`config.mk`:
```
export PLATFORM = sky130hd
export DESIGN_NAME = sir_tx_encoder
export DESIGN_NICKNAME = d
export VERILOG_FILES = /design/src/rtl/sir_tx_pkg.sv /design/src/rtl/sir_line_sync.sv /design/src/rtl/sir_bit_timer.sv /design/src/rtl/sir_pulse_shaper.sv /design/src/rtl/sir_tx_encoder.sv
export SDC_FILE = /design/constraint.sdc
export NUM_CORES = 1
export LEC_CHECK = 0
export BUFFER_PORTS_ARGS = -buffer_cell sky130_fd_sc_hd__clkbuf_2
export CORE_MARGIN = 5
export CORE_UTILIZATION = 55
export CTS_CLUSTER_SIZE = 30
export DETAILED_ROUTE_END_ITERATION = 12
export GPL_ROUTABILITY_DRIVEN = 0
export PLACE_DENSITY = 0.82
export RECOVER_POWER = 50
export SYNTH_ARGS = -nofsm -noshare
export SYNTH_HDL_FRONTEND = slang
export SYNTH_SLANG_ARGS = --single-unit
```
`constraint.sdc`:
```
create_clock -name clk -period 1.8 [get_ports clk]
set_input_delay 0 -clock clk [delete_from_list [all_inputs] [get_ports clk]]
set_output_delay 0 -clock clk [all_outputs]
set_load 0.03 [all_outputs]
```
`src/rtl/sir_tx_pkg.sv`:
```
package sir_tx_pkg;

    typedef enum logic [1:0] {
        ST_IDLE,
        ST_START,
        ST_DATA,
        ST_STOP
    } enc_state_t;

endpackage

```
`src/rtl/sir_line_sync.sv`:
```
module sir_line_sync (
    input  logic clk,
    input  logic rst_n,
    input  logic line_in,
    output logic line_q,
    output logic fall
);

    logic line_qq;

    always_ff @(posedge clk) begin
        if (!rst_n) begin
            line_q  <= 1'b1;
            line_qq <= 1'b1;
        end else begin
            line_q  <= line_in;
            line_qq <= line_q;
        end
    end

    assign fall = line_qq & ~line_q;

endmodule

```
`src/rtl/sir_bit_timer.sv`:
```
module sir_bit_timer #(
    parameter int OVERSAMPLE = 16,
    parameter int IDX_W      = 4
) (
    input  logic             clk,
    input  logic             rst_n,
    input  logic             clr,
    input  logic             tick,
    output logic             mid,
    output logic             wrap,
    output logic [IDX_W-1:0] bit_idx
);

    localparam int PH_W = (OVERSAMPLE > 2) ? $clog2(OVERSAMPLE) : 1;
    localparam logic [PH_W-1:0] PH_MID  = PH_W'(OVERSAMPLE / 2 - 1);
    localparam logic [PH_W-1:0] PH_LAST = PH_W'(OVERSAMPLE - 1);

    logic [PH_W-1:0] phase;

    assign mid  = tick && !clr && (phase == PH_MID);
    assign wrap = tick && !clr && (phase == PH_LAST);

    always_ff @(posedge clk) begin
        if (!rst_n || clr) begin
            phase   <= '0;
            bit_idx <= '0;
        end else if (tick) begin
            phase <= wrap ? '0 : phase + 1'b1;
            if (wrap) begin
                bit_idx <= bit_idx + 1'b1;
            end
        end
    end

endmodule

```
`src/rtl/sir_pulse_shaper.sv`:
```
module sir_pulse_shaper #(
    parameter int SHORT_CLKS = 6,
    parameter int WIDE_TICKS = 3
) (
    input  logic clk,
    input  logic rst_n,
    input  logic clear,
    input  logic fire,
    input  logic tick,
    input  logic wide,
    output logic pulse
);

    localparam int CNT_MAX = (SHORT_CLKS > WIDE_TICKS) ? SHORT_CLKS : WIDE_TICKS;
    localparam int CNT_W   = $clog2(CNT_MAX + 1);
    localparam logic [CNT_W-1:0] SHORT_END = CNT_W'(SHORT_CLKS - 1);
    localparam logic [CNT_W-1:0] WIDE_END  = CNT_W'(WIDE_TICKS - 1);

    logic [CNT_W-1:0] cnt;

    always_ff @(posedge clk) begin
        if (!rst_n || clear) begin
            pulse <= 1'b0;
            cnt   <= '0;
        end else if (fire) begin
            pulse <= 1'b1;
            cnt   <= '0;
        end else if (pulse) begin
            if (wide) begin
                if (tick) begin
                    if (cnt >= WIDE_END) pulse <= 1'b0;
                    else                 cnt   <= cnt + 1'b1;
                end
            end else begin
                if (cnt >= SHORT_END) pulse <= 1'b0;
                else                  cnt   <= cnt + 1'b1;
            end
        end
    end

    // A request from the controller always produces a pulse on the next edge.
    assert_fire_starts_pulse_R2: assert property (@(posedge clk) disable iff (!rst_n)
        (fire && !clear) |=> pulse);

    // In short mode the width counter never passes its six-clock limit.
    assert_short_bound_R4: assert property (@(posedge clk) disable iff (!rst_n)
        (pulse && !wide) |-> (cnt < CNT_W'(SHORT_CLKS)));

endmodule

```
`src/rtl/sir_tx_encoder.sv`:
```
module sir_tx_encoder #(
    parameter int OVERSAMPLE = 16,
    parameter int SHORT_CLKS = 6,
    parameter int WIDE_TICKS = 3,
    parameter int DATA_BITS  = 8
) (
    input  logic clk,
    input  logic rst_n,
    input  logic tick16,
    input  logic data_en,
    input  logic wide_sel,
    input  logic txd_in,
    output logic ir_out,
    output logic tx_led_n
);

    import sir_tx_pkg::*;

    localparam int IDX_W = $clog2(DATA_BITS + 2);
    localparam logic [IDX_W-1:0] LAST_IDX = IDX_W'(DATA_BITS);

    enc_state_t       state_q, state_d;
    logic             line_q, fall;
    logic             t_mid, t_wrap;
    logic [IDX_W-1:0] bit_idx;
    logic             start_hit, fire;

    sir_line_sync u_sync (
        .clk    (clk),
        .rst_n  (rst_n),
        .line_in(txd_in),
        .line_q (line_q),
        .fall   (fall)
    );

    sir_bit_timer #(
        .OVERSAMPLE(OVERSAMPLE),
        .IDX_W     (IDX_W)
    ) u_timer (
        .clk    (clk),
        .rst_n  (rst_n),
        .clr    (start_hit),
        .tick   (tick16),
        .mid    (t_mid),
        .wrap   (t_wrap),
        .bit_idx(bit_idx)
    );

    sir_pulse_shaper #(
        .SHORT_CLKS(SHORT_CLKS),
        .WIDE_TICKS(WIDE_TICKS)
    ) u_shaper (
        .clk  (clk),
        .rst_n(rst_n),
        .clear(!data_en),
        .fire (fire),
        .tick (tick16),
        .wide (wide_sel),
        .pulse(ir_out)
    );

    assign start_hit = data_en && (state_q == ST_IDLE) && fall;

    // State register
    always_ff @(posedge clk) begin
        if (!rst_n) state_q <= ST_IDLE;
        else        state_q <= state_d;
    end

    // Next state and pulse request
    always_comb begin
        state_d = state_q;
        fire    = 1'b0;
        unique case (state_q)
            ST_IDLE: begin
                if (fall) begin
                    state_d = ST_START;
                    fire    = 1'b1;
                end
            end
            ST_START: begin
                if (t_mid && line_q) begin
                    state_d = ST_IDLE;
                end else if (t_wrap) begin
                    state_d = ST_DATA;
                    fire    = !line_q;
                end
            end
            ST_DATA: begin
                if (t_wrap) begin
                    if (bit_idx == LAST_IDX) state_d = ST_STOP;
                    else                     fire    = !line_q;
                end
            end
            ST_STOP: begin
                if (t_mid) state_d = ST_IDLE;
            end
        endcase
        if (!data_en) begin
            state_d = ST_IDLE;
            fire    = 1'b0;
        end
    end

    // Outputs
    always_comb begin
        tx_led_n = (state_q == ST_IDLE);
    end

    assert_quiet_off_R8: assert property (@(posedge clk) disable iff (!rst_n)
        !data_en |=> (!ir_out && tx_led_n));

    assert_pulse_in_frame_R9: assert property (@(posedge clk) disable iff (!rst_n)
        ir_out |-> !tx_led_n);

    assert_pulse_origin_R3: assert property (@(posedge clk) disable iff (!rst_n)
        $rose(ir_out) |-> $past(start_hit || t_wrap));

    assert_stop_exit_R7: assert property (@(posedge clk) disable iff (!rst_n)
        (state_q == ST_STOP && t_mid) |=> tx_led_n);

endmodule

```
[Word level (Yosys, flattened, before mapping)]
Index checks and enable logic that the tools add are counted.
Cells by class
  $add $sub $neg: 3
  multipliers: 0
  div/mod/pow operators: 0
  order comparisons: 2
  equal/unequal tests: 14
  shift operators: 0
  mux-type cells: 25
  bitwise operators: 2
  reduce and logical (&&, ||, !) cells: 18
Operators with widths (count)
  $mux W1: 12
  $mux W2: 6
  $mux W3: 4
  $ne A2 B2 Y1 const B: 5
  $add A4 B1 Y4 const B: 2
  $eq A4 B4 Y1 const B: 2
  $pmux W2 S4: 1
  $logic_and A1 B1 Y1: 6
  $reduce_and A5 Y1: 1
  $eq A2 B2 Y1 const B: 2
  $eq A4 B3 Y1 const B: 1
  $logic_not A1 Y1: 4
  $mux W4: 1
  $ne A2 B1 Y1 const B: 2
  $reduce_and A2 Y1: 2
  $reduce_and A4 Y1: 1
  $add A3 B1 Y3 const B: 1
  $ge A3 B2 Y1 const B: 1
  $ge A3 B3 Y1 const B: 1
  $ne A3 B2 Y1 const B: 1
  $pmux W1 S3: 1
  $eq A2 B1 Y1 const B: 1
  $logic_not A2 Y1: 1
  $logic_or A1 B1 Y1: 2
  other kinds (3): 3
Word-level totals
  register bits after elaboration: 16
  latch bits: 0
  memory bits (writable): 0
  memory bits (read-only): 0
  bits of input ports: 6
  output and inout port bits: 2
  memories: 0

[Logic depth before layout (Yosys ltp)]
  word-level depth: 11
  gate-level depth with buffers: 6

[By module]
From an unflattened synthesis, not the netlist that was laid out.
Second synthesis, totals
  cells, all modules: 107
  area, all modules: 945.9 sq um
By module, submodules not included
  sir_bit_timer: times used 1, cells an instance 41, area each 379.1 sq um
  sir_pulse_shaper: times used 1, cells an instance 33, area each 281.5 sq um
  sir_tx_encoder: times used 1, cells an instance 28, area each 226.5 sq um
  sir_line_sync: times used 1, cells an instance 5, area each 58.8 sq um

[Least setup slack after synthesis]
No wires, ideal clock.
  path kind: reg2reg
  from: register u_shaper.cnt[0]
  to: register u_shaper.cnt[0]
  library setup time: 0.088 ns
  data arrival time: 1.540 ns
  slack: 0.171 ns
  stages on the path, launching flop included: 7
  path buffers: 0
  cells stage by stage: dfxtp_1 > inv_1 > ha_1 > or4b_4 > o21ai_2 > a21oi_2 > a311oi_2
Between the ends
  longest elaborated chain between the ends: 4
  elaborated cells on any way between the ends: 10
Ends and longest elaborated chain
  start, declared: RTL line sir_pulse_shaper.sv:19  | logic [CNT_W-1:0] cnt;
  start signal, assigned: RTL line sir_pulse_shaper.sv:32  | else cnt <= cnt + 1'b1;
  start signal, assigned: RTL line sir_pulse_shaper.sv:36  | else cnt <= cnt + 1'b1;
  $add A3 B1 Y3: RTL line sir_pulse_shaper.sv:32, sir_pulse_shaper.sv:36
  $mux W3: RTL line sir_pulse_shaper.sv:31  | if (cnt >= WIDE_END) pulse <= 1'b0;
  $mux W3: RTL line sir_pulse_shaper.sv:30  | if (tick) begin
  $mux W3: RTL line sir_pulse_shaper.sv:29  | if (wide) begin
Several ways; a longest one is shown, not always the timed one. The select of a mux whose other input is x is not followed.
A chain may end at the register's enable or synchronous reset.

[Final worst setup path]
  from: register state_q[0]
  to: register u_timer.bit_idx[3]
Between the ends
  longest elaborated chain between the ends: 7
  elaborated cells on any way between the ends: 8
Ends and longest elaborated chain
  start, declared: RTL line sir_tx_encoder.sv:22  | enc_state_t state_q, state_d;
  start signal, assigned: RTL line sir_tx_encoder.sv:67  | else state_q <= state_d;
  $logic_not A2 Y1 (*): RTL line sir_tx_encoder.sv:62  | assign start_hit = data_en && (state_q == ST_IDLE) && fall;
  $logic_and A1 B1 Y1 (*) (2 in a row): RTL line sir_tx_encoder.sv:62
  $logic_not A1 Y1: RTL line sir_bit_timer.sv:21  | assign wrap = tick && !clr && (phase == PH_LAST);
  $logic_and A1 B1 Y1 (2 in a row): RTL line sir_bit_timer.sv:21
  $reduce_and A2 Y1 (no line)
  end signal, assigned: RTL line sir_bit_timer.sv:30  | bit_idx <= bit_idx + 1'b1;
  end, declared: RTL line sir_bit_timer.sv:11  | output logic [IDX_W-1:0] bit_idx
Every way passes the cells marked *; elsewhere a longest branch is shown, timed or not.

==> results.cfg <==
[power_and_ir_drop]
power.total_uw = 618
pwr-share-comb_pct = 9.7
intPower_uw = 467
swShare_pct = 24.4
seqPwrFrac_pct = 60.0
pwr-share-clk_pct = 30.3
ir_worst_vdd_v = 0.000355
p_leak_nw = 0.368
p_sw_uw = 151
p_per_area_nw_per_um2 = 635

[sta]
setup_viol = 0
final_max_slew_viol_count = 0
timing.final.crit_share_pct = 90.0
final.min_clock_period_ns = 1.62
slew_headroom_pct = 63.4
fin_worst_skew_ns = 0.00661
timing.fmax_mhz = 617
rsz0062_at_grt = false
tns_ns = 0
hold_viol = 0
holdWs_ns = 0.0966
worstMarginPinSlew_ns = 0.541

[floorplan]
core_area_um2 = 1510
fp.dieH_um = 49.9
num_rows = 14
start_util_pct = 58.2
dieArea_um2 = 2490
ioPinCount = 8
die_w_um = 49.9

[critical_path]
critPathCaptureType = flop
crit_arrival_ns = 1.78
cp.required_ns = 1.96
slowest_stage = nor4b_2
crit_path_start_kind = flop
path_cells = nor4b_2 -> nand2_1 -> nand2_1 -> nor2_1
regToRegStartpoint = state_q[0]$_SDFFE_PN0P_
cp.buffers_inverters = 0
path_depth = 4
crit_fanout = 8
setup.worst_path.class = flop to flop
crit_top_cell = nand2_1
slowest_delay_ns = 0.51
cp-startpoint = state_q[0]$_SDFFE_PN0P_
critical-path-top-delay-family = simple AND/OR/NAND/NOR gates
rr_worst_depth = 4

[routing]
drc = 0
drt-wirelength-per-cell_um = 14.0
route.antenna.remaining_nets = 0
vias_per_cell = 6.04
drt_wl_total_um = 1730
first_pass_iters = 4
vias = 749
drt_iter0_drc = 9

[synth]
syn_nets = 106
ys_seq_area_share_pct = 36.5
syn_inst = 94
synthFlopType = dfxtp_1
synth-async-reset-ratio_pct = 0
netlist_area_um2 = 877
synth_edf_count = 0
ys_ff_latch = 16
synth_cell_types = 34
syn-mean-instance-area_um2 = 9.33
yosysWarningCount = 0

[min_path]
hold_path_class = input port to flop
hp-start = tick16
whs_path_depth = 3

[place]
dp.cells = 118
port_buffers = 7
hpwl_um = 1250

[finish]
syn2layout_area_growth_pct = 11.0
fin_util_pct = 64.6
drive_above_1_share_pct = 16.7
fin_nets = 122
diodes = 0
nFillCells = 128
instances_no_fill = 124

[run_status]
outcome = finished, final reports clean

[clock_tree]
cts_sinks = 16
clkTransAtPathRegs_ns = 0.09
post_cts_resized = 0
cts_tree = yes
cts_root_buf = clkbuf_4
numCtsBuffers = 3
clockBufferDepth = 2
cts_max_level = 1
clk_latency_ns = 0.29

[grt]
antenna_found_initial = 0
overflow = 0
grt_pass1_vias = 732
grtUsageTotal_pct = 15.3
grt_max_degree = 9
grt_pass1_wl_um = 3020

[job]
maxCapViolations = 0
[repair_timing]
item                      CTS  global route
hold buffers                3             0
hold endpoints to repair    2             0
setup buffers               0             0
[sequential cells by signal, summed over array words and instances (netlist names), named ones only]
register,count
state_q,1
u_shaper.cnt,3
u_shaper.pulse,1
u_sync.line_q,1
u_sync.line_qq,1
u_timer.bit_idx,4
u_timer.phase,4
[per-stage QoR]
step | instance area (um^2) | setup slack (ns)
global route | 973 | 0.100
global placement | 936 | 0.284
finish | 973 | 0.180
detailed placement | 936 | 0.234
floorplan | 877 | 0.171
CTS | 988 | 0.216
[worst paths after layout]
path | end | slack (ns)
hold / removal | u_timer.phase[1]$_SDFFE_PP0P_ | 0.1
setup reg to reg | u_timer.bit_idx[3]$_SDFFE_PP0P_ | 0.18
setup / recovery | u_timer.bit_idx[3]$_SDFFE_PP0P_ | 0.18
hold reg to reg | u_timer.phase[3]$_SDFFE_PP0P_ | 0.52
[synth_stat cells, types with 3 or more instances]
library cell,instances,share of area (%)
nor2_1,12,5.1
xnor2_1,3,3.0
dfxtp_1,16,37
nand2_1,5,2.1
ha_1,6,8.6
inv_1,5,2.1
a21oi_1,7,4.0
o21ai_0,4,2.3
[cells in the final DEF (no fill, tap or decap)]
cell type	n
and2_1	1
a21oi_2	2
dfxtp_1	16
o21ai_0	4
ha_1	6
nor4b_2	1
nor2_1	12
nand3b_1	2
nand4_1	1
clkbuf_1	3
nor3_1	2
clkbuf_2	5
a311oi_2	1
inv_1	5
a211oi_1	1
and4b_1	1
o21ai_2	1
o311ai_2	1
clkbuf_4	3
a21boi_0	1
xor2_1	2
a21oi_1	7
o31a_1	2
xnor2_1	3
o31ai_1	2
nand2_1	5
or4b_4	1
o211ai_1	1
a21bo_2	1
nand2b_1	2
a31oi_1	2
and4_1	1
dlygate4sd3_1	3
mux2i_1	2
nor4bb_1	1
nand3_1	2
buf_4	1
and2_2	1
[power by group through the flow]
| stage | logic, mW | clock network, mW | registers, mW |
|---|---|---|---|
| floorplan | 0.0398 | 0 | 0.378 |
| global placement | 0.0543 | 0 | 0.379 |
| detailed placement | 0.0563 | 0 | 0.380 |
| CTS | 0.0619 | 0.187 | 0.371 |
| global route | 0.0659 | 0.205 | 0.372 |
| finish | 0.0597 | 0.187 | 0.371 |
[cell type report]
type                    count  area (um^2)  share of cell area (%)
clock buffers               3         22.5                    2.31
well taps                  16         20.0                    2.06
repair buffers             12         73.8                    7.58
flip-flops and latches     16          320                    32.9
inverters                   5         18.8                    1.93
multi-input cells          72          518                    53.2
[kinds of logic (layout without fill, tap and decap cells)]
kind of cell               after synthesis  after routing  share of synthesized area, %
xor gates and xnor gates                 5              5                          4.99
adders and majority gates                6              6                          8.56
buffers and inverters                    6             20                          3.42
AOI/OAI and AO/OA                       26             26                          21.7
muxes                                    2              2                          2.28
and+or+nand+nor                         33             33                          22.5
DFF                                     16             16                          36.5
[layer usage]
layer / vias up / global-route usage [%] / wire [um]
li1: 374 / - / -
met1: 347 / 19.5 / 820
met2: 19 / 22.5 / 759
met3: 9 / 3.61 / 80
met4: 0 / 10.0 / 70
met5: - / 0 / 0
[worst register-to-register path: stages, from the launching register on]
cell	delay, ns
dfxtp_1	0.39
nor4b_2	0.51
nand2_1	0.18
nand2_1	0.29
nor2_1	0.12
Note: power is estimated with default switching activity, not from simulation.
